<file path="src/rtl/sd_lane_pkg.sv">
package sd_lane_pkg;
    localparam int LANES = 8;
    localparam int CRC_W = 16;
    localparam logic [CRC_W-1:0] CRC_POLY = 16'h1021;
    localparam logic [2:0] TOKEN_OK = 3'b010;

    typedef enum logic [1:0] {
        BW_1   = 2'b00,
        BW_4   = 2'b01,
        BW_8   = 2'b10,
        BW_RSV = 2'b11
    } bus_w_e;

    typedef enum logic [3:0] {
        ST_IDLE,
        ST_W_START,
        ST_W_DATA,
        ST_W_CRC,
        ST_W_END,
        ST_W_STAT,
        ST_W_BUSY,
        ST_R_WAIT,
        ST_R_DATA,
        ST_R_CRC,
        ST_R_END,
        ST_RAW
    } eng_state_e;
endpackage

</file>
<file path="src/rtl/sd_crc16_bank.sv">
module sd_crc16_bank
    import sd_lane_pkg::*;
#(
    parameter int N_LANES = LANES,
    parameter int W = CRC_W,
    parameter logic [W-1:0] POLY = CRC_POLY
) (
    input  logic               clk,
    input  logic               rst_n,
    input  logic               clr,
    input  logic               upd,
    input  logic               shift,
    input  logic [N_LANES-1:0] bits_in,
    output logic [N_LANES-1:0] msb,
    output logic [N_LANES-1:0] zero
);
    for (genvar g = 0; g < N_LANES; g++) begin : g_lane
        logic [W-1:0] crc_d, crc_q;

        always_comb begin
            crc_d = crc_q;
            if (clr) begin
                crc_d = '0;
            end else if (upd) begin
                crc_d = {crc_q[W-2:0], 1'b0};
                if (bits_in[g] ^ crc_q[W-1]) begin
                    crc_d = crc_d ^ POLY;
                end
            end else if (shift) begin
                crc_d = {crc_q[W-2:0], 1'b0};
            end
        end

        always_ff @(posedge clk or negedge rst_n) begin
            if (!rst_n) crc_q <= '0;
            else        crc_q <= crc_d;
        end

        assign msb[g]  = crc_q[W-1];
        assign zero[g] = (crc_q == '0);

        assert_clear_R4: assert property (@(posedge clk) disable iff (!rst_n)
            clr |=> zero[g]);
    end
endmodule

</file>
<file path="src/rtl/sd_lane_map.sv">
module sd_lane_map
    import sd_lane_pkg::*;
(
    input  bus_w_e     bw,
    input  logic [2:0] ph,
    input  logic [7:0] tx_byte,
    input  logic [7:0] rx_shift,
    input  logic [7:0] lanes_in,
    output logic [7:0] lane_bits,
    output logic [7:0] lane_mask,
    output logic [7:0] rx_next,
    output logic [2:0] last_ph
);
    always_comb begin
        case (bw)
            BW_4: begin
                lane_mask = 8'h0F;
                last_ph   = 3'd1;
                lane_bits = {4'b0000, ph[0] ? tx_byte[3:0] : tx_byte[7:4]};
                rx_next   = {rx_shift[3:0], lanes_in[3:0]};
            end
            BW_8: begin
                lane_mask = 8'hFF;
                last_ph   = 3'd0;
                lane_bits = tx_byte;
                rx_next   = lanes_in;
            end
            default: begin
                lane_mask = 8'h01;
                last_ph   = 3'd7;
                lane_bits = {7'b0000000, tx_byte[3'd7 - ph]};
                rx_next   = {rx_shift[6:0], lanes_in[0]};
            end
        endcase
    end
endmodule

</file>
<file path="src/rtl/sd_lane_engine.sv">
module sd_lane_engine
    import sd_lane_pkg::*;
#(
    parameter int LEN_W       = 10,
    parameter int BLOCK_BYTES = 512
) (
    input  logic             clk,
    input  logic             rst_n,
    input  logic [1:0]       width_sel,
    input  logic             start,
    input  logic             wr_dir,
    input  logic             unit_blk,
    input  logic [LEN_W-1:0] byte_len,
    input  logic [7:0]       tx_data,
    output logic             tx_req,
    output logic [7:0]       rx_data,
    output logic             rx_valid,
    input  logic             raw_go,
    input  logic             raw_bit,
    input  logic             raw_wr,
    input  logic [7:0]       raw_wdata,
    output logic [7:0]       raw_rdata,
    output logic [7:0]       dat_out,
    output logic [7:0]       dat_oe,
    input  logic [7:0]       dat_in,
    output logic             busy,
    output logic             done,
    output logic             crc_err,
    input  logic             crc_clr,
    output logic [2:0]       wstat,
    output logic             wstat_ok
);
    localparam int CNT_W = $clog2(CRC_W) + 1;
    localparam logic [LEN_W-1:0] BLK_LEN  = LEN_W'(BLOCK_BYTES);
    localparam logic [CNT_W-1:0] CRC_LAST = CNT_W'(CRC_W - 1);
    localparam logic [CNT_W-1:0] TOK_END  = CNT_W'(4);

    typedef struct packed {
        eng_state_e       st;
        bus_w_e           bw;
        logic             r_bit;
        logic             r_wr;
        logic [2:0]       ph;
        logic [LEN_W-1:0] left;
        logic [CNT_W-1:0] cnt;
        logic [7:0]       sbyte;
        logic [7:0]       shreg;
        logic [2:0]       wst;
        logic [7:0]       rxd;
        logic             rxv;
        logic             dn;
        logic             err;
        logic [7:0]       rawd;
    } eng_regs_t;

    eng_regs_t r_d, r_q;

    logic [7:0] lane_bits, lane_mask, rx_next;
    logic [2:0] last_ph;
    logic [7:0] crc_msb, crc_zero;
    logic       bank_clr, bank_upd, bank_shift;
    logic [7:0] bank_bits;
    logic [7:0] oe_c, out_c;
    bus_w_e     bw_in;
    logic [LEN_W-1:0] len_m1;
    logic       last_cyc;

    sd_lane_map u_map (
        .bw        (r_q.bw),
        .ph        (r_q.ph),
        .tx_byte   (r_q.sbyte),
        .rx_shift  (r_q.shreg),
        .lanes_in  (dat_in),
        .lane_bits (lane_bits),
        .lane_mask (lane_mask),
        .rx_next   (rx_next),
        .last_ph   (last_ph)
    );

    sd_crc16_bank #(.N_LANES(LANES)) u_crc (
        .clk     (clk),
        .rst_n   (rst_n),
        .clr     (bank_clr),
        .upd     (bank_upd),
        .shift   (bank_shift),
        .bits_in (bank_bits),
        .msb     (crc_msb),
        .zero    (crc_zero)
    );

    assign bw_in    = (width_sel == 2'b11) ? BW_1 : bus_w_e'(width_sel);
    assign len_m1   = (unit_blk ? BLK_LEN : byte_len) - 1'b1;
    assign last_cyc = (r_q.ph == last_ph);

    assign bank_clr   = (r_q.st == ST_IDLE) && start;
    assign bank_upd   = (r_q.st == ST_W_DATA) || (r_q.st == ST_R_DATA) ||
                        (r_q.st == ST_R_CRC);
    assign bank_shift = (r_q.st == ST_W_CRC);
    assign bank_bits  = ((r_q.st == ST_W_DATA) ? lane_bits : dat_in) & lane_mask;

    always_comb begin
        r_d     = r_q;
        r_d.dn  = 1'b0;
        r_d.rxv = 1'b0;
        if (crc_clr) r_d.err = 1'b0;
        case (r_q.st)
            ST_IDLE: begin
                if (start) begin
                    r_d.bw   = bw_in;
                    r_d.st   = wr_dir ? ST_W_START : ST_R_WAIT;
                    r_d.left = len_m1;
                    r_d.ph   = '0;
                    r_d.cnt  = '0;
                end else if (raw_go) begin
                    r_d.bw    = bw_in;
                    r_d.st    = ST_RAW;
                    r_d.r_bit = raw_bit;
                    r_d.r_wr  = raw_wr;
                    r_d.sbyte = raw_wdata;
                    r_d.ph    = '0;
                    r_d.shreg = '0;
                end
            end
            ST_W_START: begin
                r_d.sbyte = tx_data;
                r_d.ph    = '0;
                r_d.st    = ST_W_DATA;
            end
            ST_W_DATA: begin
                if (last_cyc) begin
                    r_d.ph = '0;
                    if (r_q.left == '0) begin
                        r_d.st  = ST_W_CRC;
                        r_d.cnt = '0;
                    end else begin
                        r_d.sbyte = tx_data;
                        r_d.left  = r_q.left - 1'b1;
                    end
                end else begin
                    r_d.ph = r_q.ph + 1'b1;
                end
            end
            ST_W_CRC: begin
                r_d.cnt = r_q.cnt + 1'b1;
                if (r_q.cnt == CRC_LAST) r_d.st = ST_W_END;
            end
            ST_W_END: begin
                r_d.st  = ST_W_STAT;
                r_d.cnt = '0;
            end
            ST_W_STAT: begin
                if (r_q.cnt == '0) begin
                    if (!dat_in[0]) r_d.cnt = 1;
                end else if (r_q.cnt == TOK_END) begin
                    r_d.st = ST_W_BUSY;
                end else begin
                    r_d.wst = {r_q.wst[1:0], dat_in[0]};
                    r_d.cnt = r_q.cnt + 1'b1;
                end
            end
            ST_W_BUSY: begin
                if (dat_in[0]) begin
                    r_d.st = ST_IDLE;
                    r_d.dn = 1'b1;
                end
            end
            ST_R_WAIT: begin
                if (!dat_in[0]) begin
                    r_d.st    = ST_R_DATA;
                    r_d.ph    = '0;
                    r_d.shreg = '0;
                end
            end
            ST_R_DATA: begin
                r_d.shreg = rx_next;
                if (last_cyc) begin
                    r_d.rxd = rx_next;
                    r_d.rxv = 1'b1;
                    r_d.ph  = '0;
                    if (r_q.left == '0) begin
                        r_d.st  = ST_R_CRC;
                        r_d.cnt = '0;
                    end else begin
                        r_d.left = r_q.left - 1'b1;
                    end
                end else begin
                    r_d.ph = r_q.ph + 1'b1;
                end
            end
            ST_R_CRC: begin
                r_d.cnt = r_q.cnt + 1'b1;
                if (r_q.cnt == CRC_LAST) r_d.st = ST_R_END;
            end
            ST_R_END: begin
                if (|(~crc_zero & lane_mask)) r_d.err = 1'b1;
                r_d.st = ST_IDLE;
                r_d.dn = 1'b1;
            end
            ST_RAW: begin
                if (r_q.r_bit) begin
                    r_d.rawd = dat_in & lane_mask;
                    r_d.st   = ST_IDLE;
                    r_d.dn   = 1'b1;
                end else begin
                    r_d.shreg = rx_next;
                    if (last_cyc) begin
                        r_d.rawd = rx_next;
                        r_d.st   = ST_IDLE;
                        r_d.dn   = 1'b1;
                    end else begin
                        r_d.ph = r_q.ph + 1'b1;
                    end
                end
            end
            default: r_d.st = ST_IDLE;
        endcase
    end

    always_ff @(posedge clk or negedge rst_n) begin
        if (!rst_n) r_q <= '0;
        else        r_q <= r_d;
    end

    always_comb begin
        oe_c  = 8'h00;
        out_c = 8'h00;
        case (r_q.st)
            ST_W_START: oe_c = lane_mask;
            ST_W_DATA: begin
                oe_c  = lane_mask;
                out_c = lane_bits;
            end
            ST_W_CRC: begin
                oe_c  = lane_mask;
                out_c = crc_msb;
            end
            ST_W_END: begin
                oe_c  = lane_mask;
                out_c = 8'hFF;
            end
            ST_RAW: begin
                if (r_q.r_wr) begin
                    oe_c  = lane_mask;
                    out_c = r_q.r_bit ? r_q.sbyte : lane_bits;
                end
            end
            default: ;
        endcase
    end

    assign dat_oe    = oe_c;
    assign dat_out   = out_c & oe_c;
    assign tx_req    = (r_q.st == ST_W_START) ||
                       ((r_q.st == ST_W_DATA) && last_cyc && (r_q.left != '0));
    assign rx_data   = r_q.rxd;
    assign rx_valid  = r_q.rxv;
    assign raw_rdata = r_q.rawd;
    assign busy      = (r_q.st != ST_IDLE);
    assign done      = r_q.dn;
    assign crc_err   = r_q.err;
    assign wstat     = r_q.wst;
    assign wstat_ok  = (r_q.wst == TOKEN_OK);

    assert_oe_shape_R1: assert property (@(posedge clk) disable iff (!rst_n)
        (dat_oe == 8'h00) || (dat_oe == 8'h01) || (dat_oe == 8'h0F) || (dat_oe == 8'hFF));

    assert_release_after_end_R2: assert property (@(posedge clk) disable iff (!rst_n)
        (r_q.st == ST_W_END) |=> (dat_oe == 8'h00));

    assert_txreq_while_driving_R5: assert property (@(posedge clk) disable iff (!rst_n)
        tx_req |-> (dat_oe != 8'h00));

    assert_rx_not_driving_R7: assert property (@(posedge clk) disable iff (!rst_n)
        rx_valid |-> (dat_oe == 8'h00));

    assert_err_sticky_R8: assert property (@(posedge clk) disable iff (!rst_n)
        (crc_err && !crc_clr) |=> crc_err);

    assert_raw_bit_one_cycle_R9: assert property (@(posedge clk) disable iff (!rst_n)
        ((r_q.st == ST_RAW) && r_q.r_bit) |=> done);

    assert_done_pulse_R12: assert property (@(posedge clk) disable iff (!rst_n)
        done |=> !done);

    assert_done_idle_R12: assert property (@(posedge clk) disable iff (!rst_n)
        done |-> !busy);
endmodule

</file>
<file path="config.mk">
export PLATFORM = sky130hd
export DESIGN_NAME = sd_lane_engine
export DESIGN_NICKNAME = d
export VERILOG_FILES = /design/src/rtl/sd_lane_pkg.sv /design/src/rtl/sd_crc16_bank.sv /design/src/rtl/sd_lane_map.sv /design/src/rtl/sd_lane_engine.sv
export SDC_FILE = /design/constraint.sdc
export NUM_CORES = 1
export LEC_CHECK = 0
export CORE_UTILIZATION = 40
export DETAILED_ROUTE_END_ITERATION = 12
export GPL_ROUTABILITY_DRIVEN = 0
export PLACE_DENSITY = 0.71
export SYNTH_ARGS = -nofsm -noshare
export SYNTH_HDL_FRONTEND = slang
export SYNTH_SLANG_ARGS = --single-unit
</file>
<file path="constraint.sdc">
create_clock -name clk -period 2.55 [get_ports clk]
set_clock_uncertainty 0.05 [all_clocks]
set_input_delay 0.255 -clock clk [delete_from_list [all_inputs] [get_ports clk]]
set_output_delay 0.255 -clock clk [all_outputs]
set_load 0.01 [all_outputs]
</file>
==> flow_metrics.py, run 1 <==
metrics = {
    "floorplanning": {
        "fp.dieW_um": 161,
        "dieArea_um2": 26000,
        "start_util": 0.413,
        "die_h_um": 161,
        "top_level_ports": 86,
        "coreArea_um2": 24600,
        "num_rows": 57,
    },
    "drt": {
        "drt-pass1-iter-count": 7,
        "num_vias": 8487,
        "vias_per_cell": 5.83,
        "wl_um": 26600,
        "drc_errors": 0,
        "drt_iter0_drc": 701,
        "ant_nets": 0,
        "wl_per_cell_um": 18.3,
    },
    "yosys": {
        "ys.warnings.count": 0,
        "synth.largest_area_cell": "dfrtp_1",
        "ys_seq_area_frac": 0.471,
        "avgSynthCellArea_um2": 10.1,
        "yosysMostFrequentCell": "dfrtp_1",
        "ys.flop_type": "dfrtp_1",
        "synth-seq-cells": 191,
        "syn_inst": 1007,
        "synthesis.nets": 1060,
        "synth_common_cells": "dfrtp_1, a22o_1, nand2_1",
        "ys_top_cells_by_area": "dfrtp_1, a22o_1, nand2_1",
        "synth_cell_types": 84,
        "async_reset_ff_frac": 1.00,
        "netlist_area_um2": 10200,
        "synth-edff-count": 0,
        "synth_top_area_share": 0.471,
    },
    "critical_path": {
        "worst-setup-path-type": "reg2out",
        "path_max_fanout": 5,
        "arrival_ns": 2.23,
        "slowest_delay_ns": 0.44,
        "crit_top_cell": "o21ai_1",
        "crit_required_ns": 2.25,
        "reg2reg_depth": 10,
        "crit_cells": 9,
        "startpoint_type": "flop",
        "cp_top_family": "compound AO/OA/AOI/OAI gates",
        "crit_path_end_kind": "output pin",
        "critical_path_buf_inv_count": 3,
        "critPathSlowestCell": "dfrtp_1",
        "path_cells": "inv_2 -> ha_4 -> a22oi_1 -> or2_2 -> o21ai_1 -> a21oi_1 -> o21ai_1 -> buf_4 -> clkbuf_2",
    },
    "worst_hold_path": {
        "min_path_cells": 2,
        "hold_path.class": "in2reg",
    },
    "timing": {
        "drv_slew": 0,
        "setup_viol": 0,
        "worst_pin_slew_ns": 0.645,
        "hold_ws_ns": 0.302,
        "finalHoldViolations": 0,
        "fin_crit_sh": 0.992,
        "slew_headroom": 0.570,
        "setup_tns_ns": 0,
        "grt_setup_unrepaired": "yes",
        "max_freq_mhz": 395,
        "min_period_ns": 2.53,
    },
    "finish": {
        "area_growth_syn_to_layout_pct": 22.3,
        "drive_above_1_share": 0.209,
        "nNetsFinal": 1171,
        "num_antenna_cells": 0,
        "final_cell_area_um2": 12400,
    },
    "outcome": {
        "status": "completed",
    },
    "place": {
        "place_area_um2": 11600,
        "dp_hpwl_um": 18500,
        "portBuffers": 85,
    },
    "job": {
        "drv_cap": 0,
    },
    "grt": {
        "grt_max_degree": 84,
        "grtUsageTotal": 0.207,
        "grt_pass1_wl_um": 43000,
        "antenna_found_initial": 0,
        "grt_overflow_total": 0,
        "grt_pass1_vias": 8092,
    },
    "cts": {
        "clock_latency_ns": 0.45,
        "cts_sinks": 191,
        "clk_pin_slew_ns": 0.08,
        "cts_inserted_buffers": 17,
        "cts_tree": "done",
        "h-tree-depth": 4,
        "clock-root-buffer": "clkbuf_16",
        "clockBufferDepth": 2,
    },
    "power": {
        "ir_worst_vdd_mv": 0.904,
        "p_per_area_nw_per_um2": 1390,
        "power.leakage_uw": 0.00548,
    },
}
stage by stage:
stage	instances	setup slack (ns)	utilization	total power (uW)
after detailed placement	1411	-0.103	0.472	14000
final	1455	0.0195	0.505	17200
after global placement	1411	-0.0390	0.472	13900
after CTS	1450	-0.0365	0.500	17000
after floorplan	1007	0.0419	-	11000
after global routing	1455	-0.122	0.505	18300
cell usage in the layout (no fill, tap or decap), types with 6 or more instances in the layout:
cell             synthesis  final
o31ai_1                 10     10
a31oi_1                  9      9
o21ai_2                  2      7
nor3_1                  18     18
a21oi_1                 50     44
buf_4                   27     86
o21ai_0                 54     46
nor4_1                  37     37
nand2b_1                12     12
nor2_1                  43     41
a21boi_0                 6      6
nor2b_1                 20     19
dfrtp_1                191    187
clkbuf_16                0     17
o22ai_1                  8      8
o211ai_1                16     16
nand3_1                 30     30
mux2_2                  25     25
buf_2                   12      6
clkdlybuf4s50_1          0     68
buf_12                   0      8
inv_8                    0      8
a22oi_1                 11     10
nand2_1                 97     95
a22o_1                 107    107
a21oi_2                  1      7
o21ai_1                  5      8
or3_1                    6      6
dlygate4sd2_1            0      7
inv_1                   20     18
or2_2                    8      7
nand4_1                  9      9
nor3b_1                 14     14
mux2i_1                 11     11
repair_timing:
item	CTS	global route
hold buffers	1	0
gates resized for setup	66	27
endpoints found under the hold margin	68	0
pin swaps	7	9
setup endpoints to repair	17	13
setup buffers	6	6
registers in the layout, indices dropped and copies added, names as in the netlist:
name and flops:
raw_rdata 8, rx_data 8, r_q 41, crc_err 1, rx_valid 1, wstat 3, done 1, u_crc.g_lane.crc_q 128
report_power, final:
part,leakage [uW],internal [uW],switching (uW)
clock,0.000295,1340,1390
sequential,0.00252,4160,1180
combinational,0.00266,4100,5040
area by class of cell:
cell class              count  area (um2)
repair buffers            183        1660
clock buffers              17         425
clock inverters            15         180
fillers                  2188       12200
well taps                 324         405
multi-input cells         705        4890
inverters                  20        75.1
flip-flops and latches    191        4780
cell families (layout without fill, tap and decap cells):
| group | after synthesis | count (layout) | share of synthesized area |
|---|---|---|---|
| fa+ha+maj | 8 | 8 | 0.00986 |
| flops | 191 | 191 | 0.471 |
| mux | 36 | 36 | 0.0386 |
| compound gates | 323 | 323 | 0.233 |
| buf+inv | 111 | 235 | 0.0616 |
| simple gates | 331 | 331 | 0.178 |
| xor+xnor | 7 | 7 | 0.00862 |
worst paths after layout:
kind                                   start      endpoint  slack [ns]
worst min register to register  raw_rdata[1]  raw_rdata[1]        0.44
worst max-delay path                 r_q[59]    dat_out[2]        0.02
min in group asynchronous              rst_n       r_q[45]        0.33
worst min-delay path                 crc_clr       crc_err        0.30
max in group asynchronous              rst_n       r_q[27]        1.30
worst max register to register       r_q[58]       r_q[41]        0.15
metal layers:
metal | up-vias | GRT usage | wire length (um)
li1 | 3960 | - | -
met1 | 4210 | 0.285 | 11900
met2 | 286 | 0.342 | 12900
met3 | 31 | 0.0306 | 1370
met4 | 0 | 0.0532 | 385
met5 | - | 0 | 0
(Power assumes the default switching activity.)
==> inputs of run 2 (changes only) <==
==> constraint.sdc (replaced) <==
create_clock -name clk -period 2.55 [get_ports clk]
set_clock_uncertainty 0.05 [all_clocks]
set_input_delay 0.255 -clock clk [delete_from_list [all_inputs] [get_ports clk]]
set_output_delay 0.255 -clock clk [all_outputs]
set_load 0.05 [all_outputs]
==> flow_metrics.py, run 2 (same netlist as run 1, synthesis figures left out) <==
metrics = {
    "timing": {
        "max_freq_mhz": 384,
        "setup_tns_ns": -0.0971,
        "slew_headroom": 0.542,
        "finalHoldViolations": 0,
        "worst_pin_slew_ns": 0.687,
        "fin_crit_sh": 1.02,
        "drv_slew": 0,
        "timing.final.ws_setup_ns": -0.0555,
        "grt_setup_unrepaired": "yes",
        "min_period_ns": 2.61,
        "setup_viol": 3,
    },
    "drt": {
        "wl_per_cell_um": 18.6,
        "drt_iter0_drc": 832,
        "num_vias": 8499,
        "ant_nets": 0,
        "drc_errors": 0,
        "drt-pass1-iter-count": 5,
        "vias_per_cell": 5.91,
        "wl_um": 26800,
    },
    "cts": {
        "clockBufferDepth": 2,
        "h-tree-depth": 4,
        "clk_pin_slew_ns": 0.08,
        "clock-root-buffer": "clkbuf_16",
        "cts_tree": "done",
        "cts_inserted_buffers": 17,
        "cts_sinks": 191,
        "clock_latency_ns": 0.45,
    },
    "grt": {
        "grt_pass1_wl_um": 42300,
        "antenna_found_initial": 0,
        "grtUsageTotal": 0.204,
        "grt_max_degree": 79,
        "grt_overflow_total": 0,
        "grt_pass1_vias": 7915,
    },
    "power": {
        "power.leakage_uw": 0.00548,
        "p_total_uw": 18400,
        "ir_worst_vdd_mv": 1.03,
        "p_per_area_nw_per_um2": 1450,
    },
    "critical_path": {
        "crit_top_cell": "a21oi_1",
        "crit_required_ns": 2.25,
        "worst-setup-path-type": "reg2out",
        "cp_top_family": "compound AO/OA/AOI/OAI gates",
        "path_max_fanout": 3,
        "startpoint_type": "flop",
        "crit_path_end_kind": "output pin",
        "critical_path_buf_inv_count": 2,
        "arrival_ns": 2.30,
        "critPathSlowestCell": "dfrtp_2",
        "slowest_delay_ns": 0.42,
        "path_cells": "buf_4 -> o2111ai_1 -> nand4_1 -> a21oi_1 -> a21oi_1 -> o221ai_2 -> buf_12",
    },
    "floorplanning": {
        "start_util": 0.413,
        "num_rows": 57,
        "die_h_um": 161,
        "dieArea_um2": 26000,
        "coreArea_um2": 24600,
        "top_level_ports": 86,
        "fp.dieW_um": 161,
    },
    "worst_hold_path": {
        "hold_path.class": "in2reg",
    },
    "outcome": {
        "violations": "negative setup slack",
        "status": "finished, violations left",
    },
    "finish": {
        "largest_reg_flops": 128,
        "num_antenna_cells": 0,
        "post-route-util": 0.515,
        "nFillCells": 2128,
        "nNetsFinal": 1155,
        "largest_register": "u_crc.g_lane.crc_q",
        "final_cell_mix": "dfrtp_1, a22o_1, nand2_1",
        "area_growth_syn_to_layout_pct": 24.7,
        "largest_registers": "u_crc.g_lane.crc_q: 128 flops, r_q: 41 flops",
        "drive_above_1_share": 0.223,
        "final_common_cell": "dfrtp_1",
    },
    "place": {
        "dp_slack_ns": 0.176,
        "portBuffers": 85,
        "dp_hpwl_um": 18400,
    },
    "job": {
        "drv_cap": 0,
    },
}
run 2: power breakdown:
group / internal, uW / leakage, uW / switching [uW]
Clock: 1380 / 0.000310 / 1430
Sequential: 4170 / 0.00252 / 1220
Combinational: 4290 / 0.00265 / 5920
Total: 9840 / 0.00548 / 8570
run 2: area by class of cell:
type,instances,area [um2],share of cell area
Multi-Input combinational cell,705,4980,0.393
Clock buffer,17,425,0.0336
Tap cell,324,405,0.0320
Timing Repair Buffer,167,1770,0.140
Sequential cell,191,4790,0.378
Clock inverter,15,223,0.0176
Inverter,20,75.1,0.00593
run 2: metrics by stage:
stage / hold WS [ns] / instances / cell area, um2
finish: 0.324 / 1439 / 12700
global route: 0.338 / 1439 / 12700
CTS: 0.320 / 1424 / 12400
detailed placement: 0.285 / 1382 / 11600
global placement: 0.282 / 1382 / 11600
floorplan: -0.0906 / 1007 / 10200
run 2: worst paths after layout:
path                         startpoint      endpoint  slack, ns  depth (start not counted)
max                             r_q[53]    dat_out[0]      -0.06                          7
min                             crc_clr       crc_err       0.32                          2
max reg2reg                     r_q[59]       r_q[62]       0.14                          7
min reg2reg                raw_rdata[5]  raw_rdata[5]       0.43                          2
max in group asynchronous         rst_n       r_q[63]       1.38                          3
min in group asynchronous         rst_n       r_q[43]       0.34                          2
run 2: what timing repair did:
action                                 4_1_cts  5_1_grt
setup buffers                                9       14
endpoints found under the hold margin       74        0
pin swaps                                   11       18
setup endpoints to repair                   16       16
cloned                                       0        1
hold buffers                                 1        0
resized for setup                           34       30
run 2: worst register-to-register path, cell delays in order, from the launching register on:
cell and delay [ns]:
dfrtp_2 0.45, ha_4 0.28, nor3_2 0.26, o21a_4 0.22
buf_4 0.12, o21ai_0 0.12, or3b_2 0.51, a211o_1 0.30
run 2: metal layers:
| layer | vias to the layer above | wire, um | share of wire | track usage |
|---|---|---|---|---|
| met5 | - | 0 | 0 | 0 |
| met4 | 0 | 848 | 0.032 | 0.0695 |
| met3 | 62 | 1550 | 0.058 | 0.0362 |
| met2 | 316 | 12600 | 0.47 | 0.322 |
| met1 | 4195 | 11800 | 0.44 | 0.282 |
| li1 | 3926 | - | - | - |
==> inputs of run 3 (changes only) <==
--- a/config.mk
+++ b/config.mk
@@ -8,7 +8,7 @@
 export CORE_UTILIZATION = 40
 export DETAILED_ROUTE_END_ITERATION = 12
 export GPL_ROUTABILITY_DRIVEN = 0
-export PLACE_DENSITY = 0.71
+export PLACE_DENSITY = 0.64
 export SYNTH_ARGS = -nofsm -noshare
 export SYNTH_HDL_FRONTEND = slang
 export SYNTH_SLANG_ARGS = --single-unit
==> flow_metrics.py, run 3 (same netlist as run 1, synthesis figures left out) <==
metrics = {
    "critical_path": {
        "arrival_ns": 2.27,
        "rrSetupSlack_ns": 0.11,
        "crit_start": "r_q[63]",
        "worst-setup-path-type": "reg2out",
        "rr_endpoint": "u_crc.g_lane[2].crc_q[12]",
        "startpoint_type": "flop",
        "reg2reg_depth": 11,
        "path_max_fanout": 4,
        "worstReg2RegStart": "r_q[58]",
        "crit_path_end_kind": "output pin",
        "crit_required_ns": 2.25,
    },
    "power": {
        "switching_share": 0.455,
        "p_comb_frac": 0.558,
        "p_per_area_nw_per_um2": 1470,
        "clkPwrFrac": 0.154,
        "pwr-share-seq": 0.287,
        "power.leakage_uw": 0.00551,
        "p_switching_uw": 8480,
        "ir_worst_vdd_mv": 0.846,
        "internal-power_uw": 10200,
    },
    "finish": {
        "post-route-util": 0.516,
        "final_common_cell": "dfrtp_1",
        "final_cell_mix": "dfrtp_1, a22o_1, nand2_1",
        "nNetsFinal": 1150,
        "largest_reg_flops": 128,
        "num_antenna_cells": 0,
        "largest_register": "u_crc.g_lane.crc_q",
        "drive_above_1_share": 0.213,
        "instances_no_fill": 1434,
        "area_growth_syn_to_layout_pct": 25.0,
        "largest_registers": "u_crc.g_lane.crc_q: 128 flops, r_q: 41 flops",
    },
    "cts": {
        "clock_latency_ns": 0.44,
        "clockBufferDepth": 2,
        "cts_sinks": 191,
        "cts_inserted_buffers": 17,
        "cts_tree": "done",
        "clk_pin_slew_ns": 0.08,
        "h-tree-depth": 4,
        "clock-root-buffer": "clkbuf_16",
    },
    "drt": {
        "ant_nets": 0,
        "wl_per_cell_um": 18.8,
        "vias_per_cell": 5.87,
        "drt-pass1-iter-count": 5,
        "num_vias": 8422,
        "drt_iter0_drc": 693,
        "drc_errors": 0,
        "wl_um": 26900,
    },
    "grt": {
        "grt_pass1_vias": 8198,
        "grt_util_met1": 0.298,
        "grt_util_met3": 0.0419,
        "grt_max_degree": 75,
        "top_usage_layer": "met2",
        "grtUsageTotal": 0.214,
        "antenna_found_initial": 0,
        "gr-usage-met2": 0.338,
        "grt_overflow_total": 0,
        "grt_pass1_wl_um": 44300,
    },
    "timing": {
        "max_freq_mhz": 388,
        "fin_crit_sh": 1.01,
        "grt_setup_unrepaired": "yes",
        "slew_headroom": 0.611,
        "setup_viol": 3,
        "drv_slew": 0,
        "worst_pin_slew_ns": 0.584,
        "timing.final.ws_setup_ns": -0.0265,
        "finalHoldViolations": 0,
        "min_period_ns": 2.58,
    },
    "floorplanning": {
        "num_rows": 57,
        "top_level_ports": 86,
        "fp.dieW_um": 161,
        "start_util": 0.413,
        "coreArea_um2": 24600,
        "die_h_um": 161,
        "dieArea_um2": 26000,
    },
    "job": {
        "drv_cap": 0,
    },
    "place": {
        "dp_cells": 1383,
        "dp_hpwl_um": 18300,
        "portBuffers": 85,
    },
    "outcome": {
        "status": "finished, violations left",
        "violations": "negative setup slack",
    },
    "worst_hold_path": {
        "hold_path.class": "in2async",
    },
}
[run 3: cell types whose count changed in the layout (fill, tap and decap cells not counted), moves of 3 or more]
cell | before | now
clkinv_8 | 8 | 1
dfrtp_2 | 7 | 3
buf_12 | 25 | 30
dfrtp_1 | 184 | 188
inv_6 | 2 | 5
buf_4 | 69 | 58
[run 3: worst max path at each step]
stage                                 to  cells after the start
5_1_grt                       dat_out[0]                      8
6_report                      dat_out[7]                      7
2_1_floorplan                 dat_out[1]                      7
4_1_cts                       dat_out[4]                      7
3_3_place_gp   u_crc.g_lane[1].crc_q[12]                     10
3_5_place_dp   u_crc.g_lane[1].crc_q[12]                     10
[run 3: worst max-delay path, stage by stage, from the launching register on]
cell,delay [ns]
dfrtp_1,0.42
buf_12,0.14
or4b_4,0.54
a21oi_2,0.17
buf_6,0.14
a21oi_2,0.06
nor2b_2,0.19
buf_12,0.16
[run 3: cell type report]
type | instances | area (um2)
inverter | 20 | 75.1
sequential | 191 | 4780
tap | 324 | 405
fill | 2161 | 11900
clock buffer | 17 | 425
clock inverter | 15 | 205
timing repair buffer | 162 | 1830
multi-input combinational | 705 | 4970
[run 3: per-layer routing]
metal / vias up / wire length, um / part of all wire
met2: 253 / 12700 / 0.47
li1: 3919 / - / -
met1: 4208 / 12300 / 0.46
met5: - / 0 / 0
met4: 0 / 600 / 0.022
met3: 42 / 1290 / 0.048
[run 3: timing repair]
action                     4_1_cts  5_1_grt
hold buffers                     1        0
resized for setup               35       23
gates cloned                     2        0
buffers inserted                15        1
pin swaps                       15        9
hold endpoints to repair        63        0
setup endpoints to repair        9       24
[run 3: power by group through the flow]
stage          clock network (uW)  registers (uW)  logic (uW)
6_report                     2880            5360       10400
5_1_grt                      3060            5530       11200
4_1_cts                      2940            5330       10200
3_5_place_dp                    0            5350        9660
3_3_place_gp                    0            5340        9580
2_1_floorplan                   0            5000        6830
[run 3: metrics by stage]
step / hold WS (ns) / area [um2] / TNS (ns) / setup WS, ns / total power (uW)
after floorplan: -0.0906 / 10200 / -0.196 / -0.0652 / 11800
after global placement: 0.254 / 11700 / 0 / 0.200 / 14900
after detailed placement: 0.255 / 11700 / 0 / 0.180 / 15000
after CTS: 0.323 / 12600 / -0.183 / -0.0475 / 18500
after global routing: 0.334 / 12700 / -0.487 / -0.102 / 19800
final: 0.334 / 12700 / -0.0666 / -0.0265 / 18600
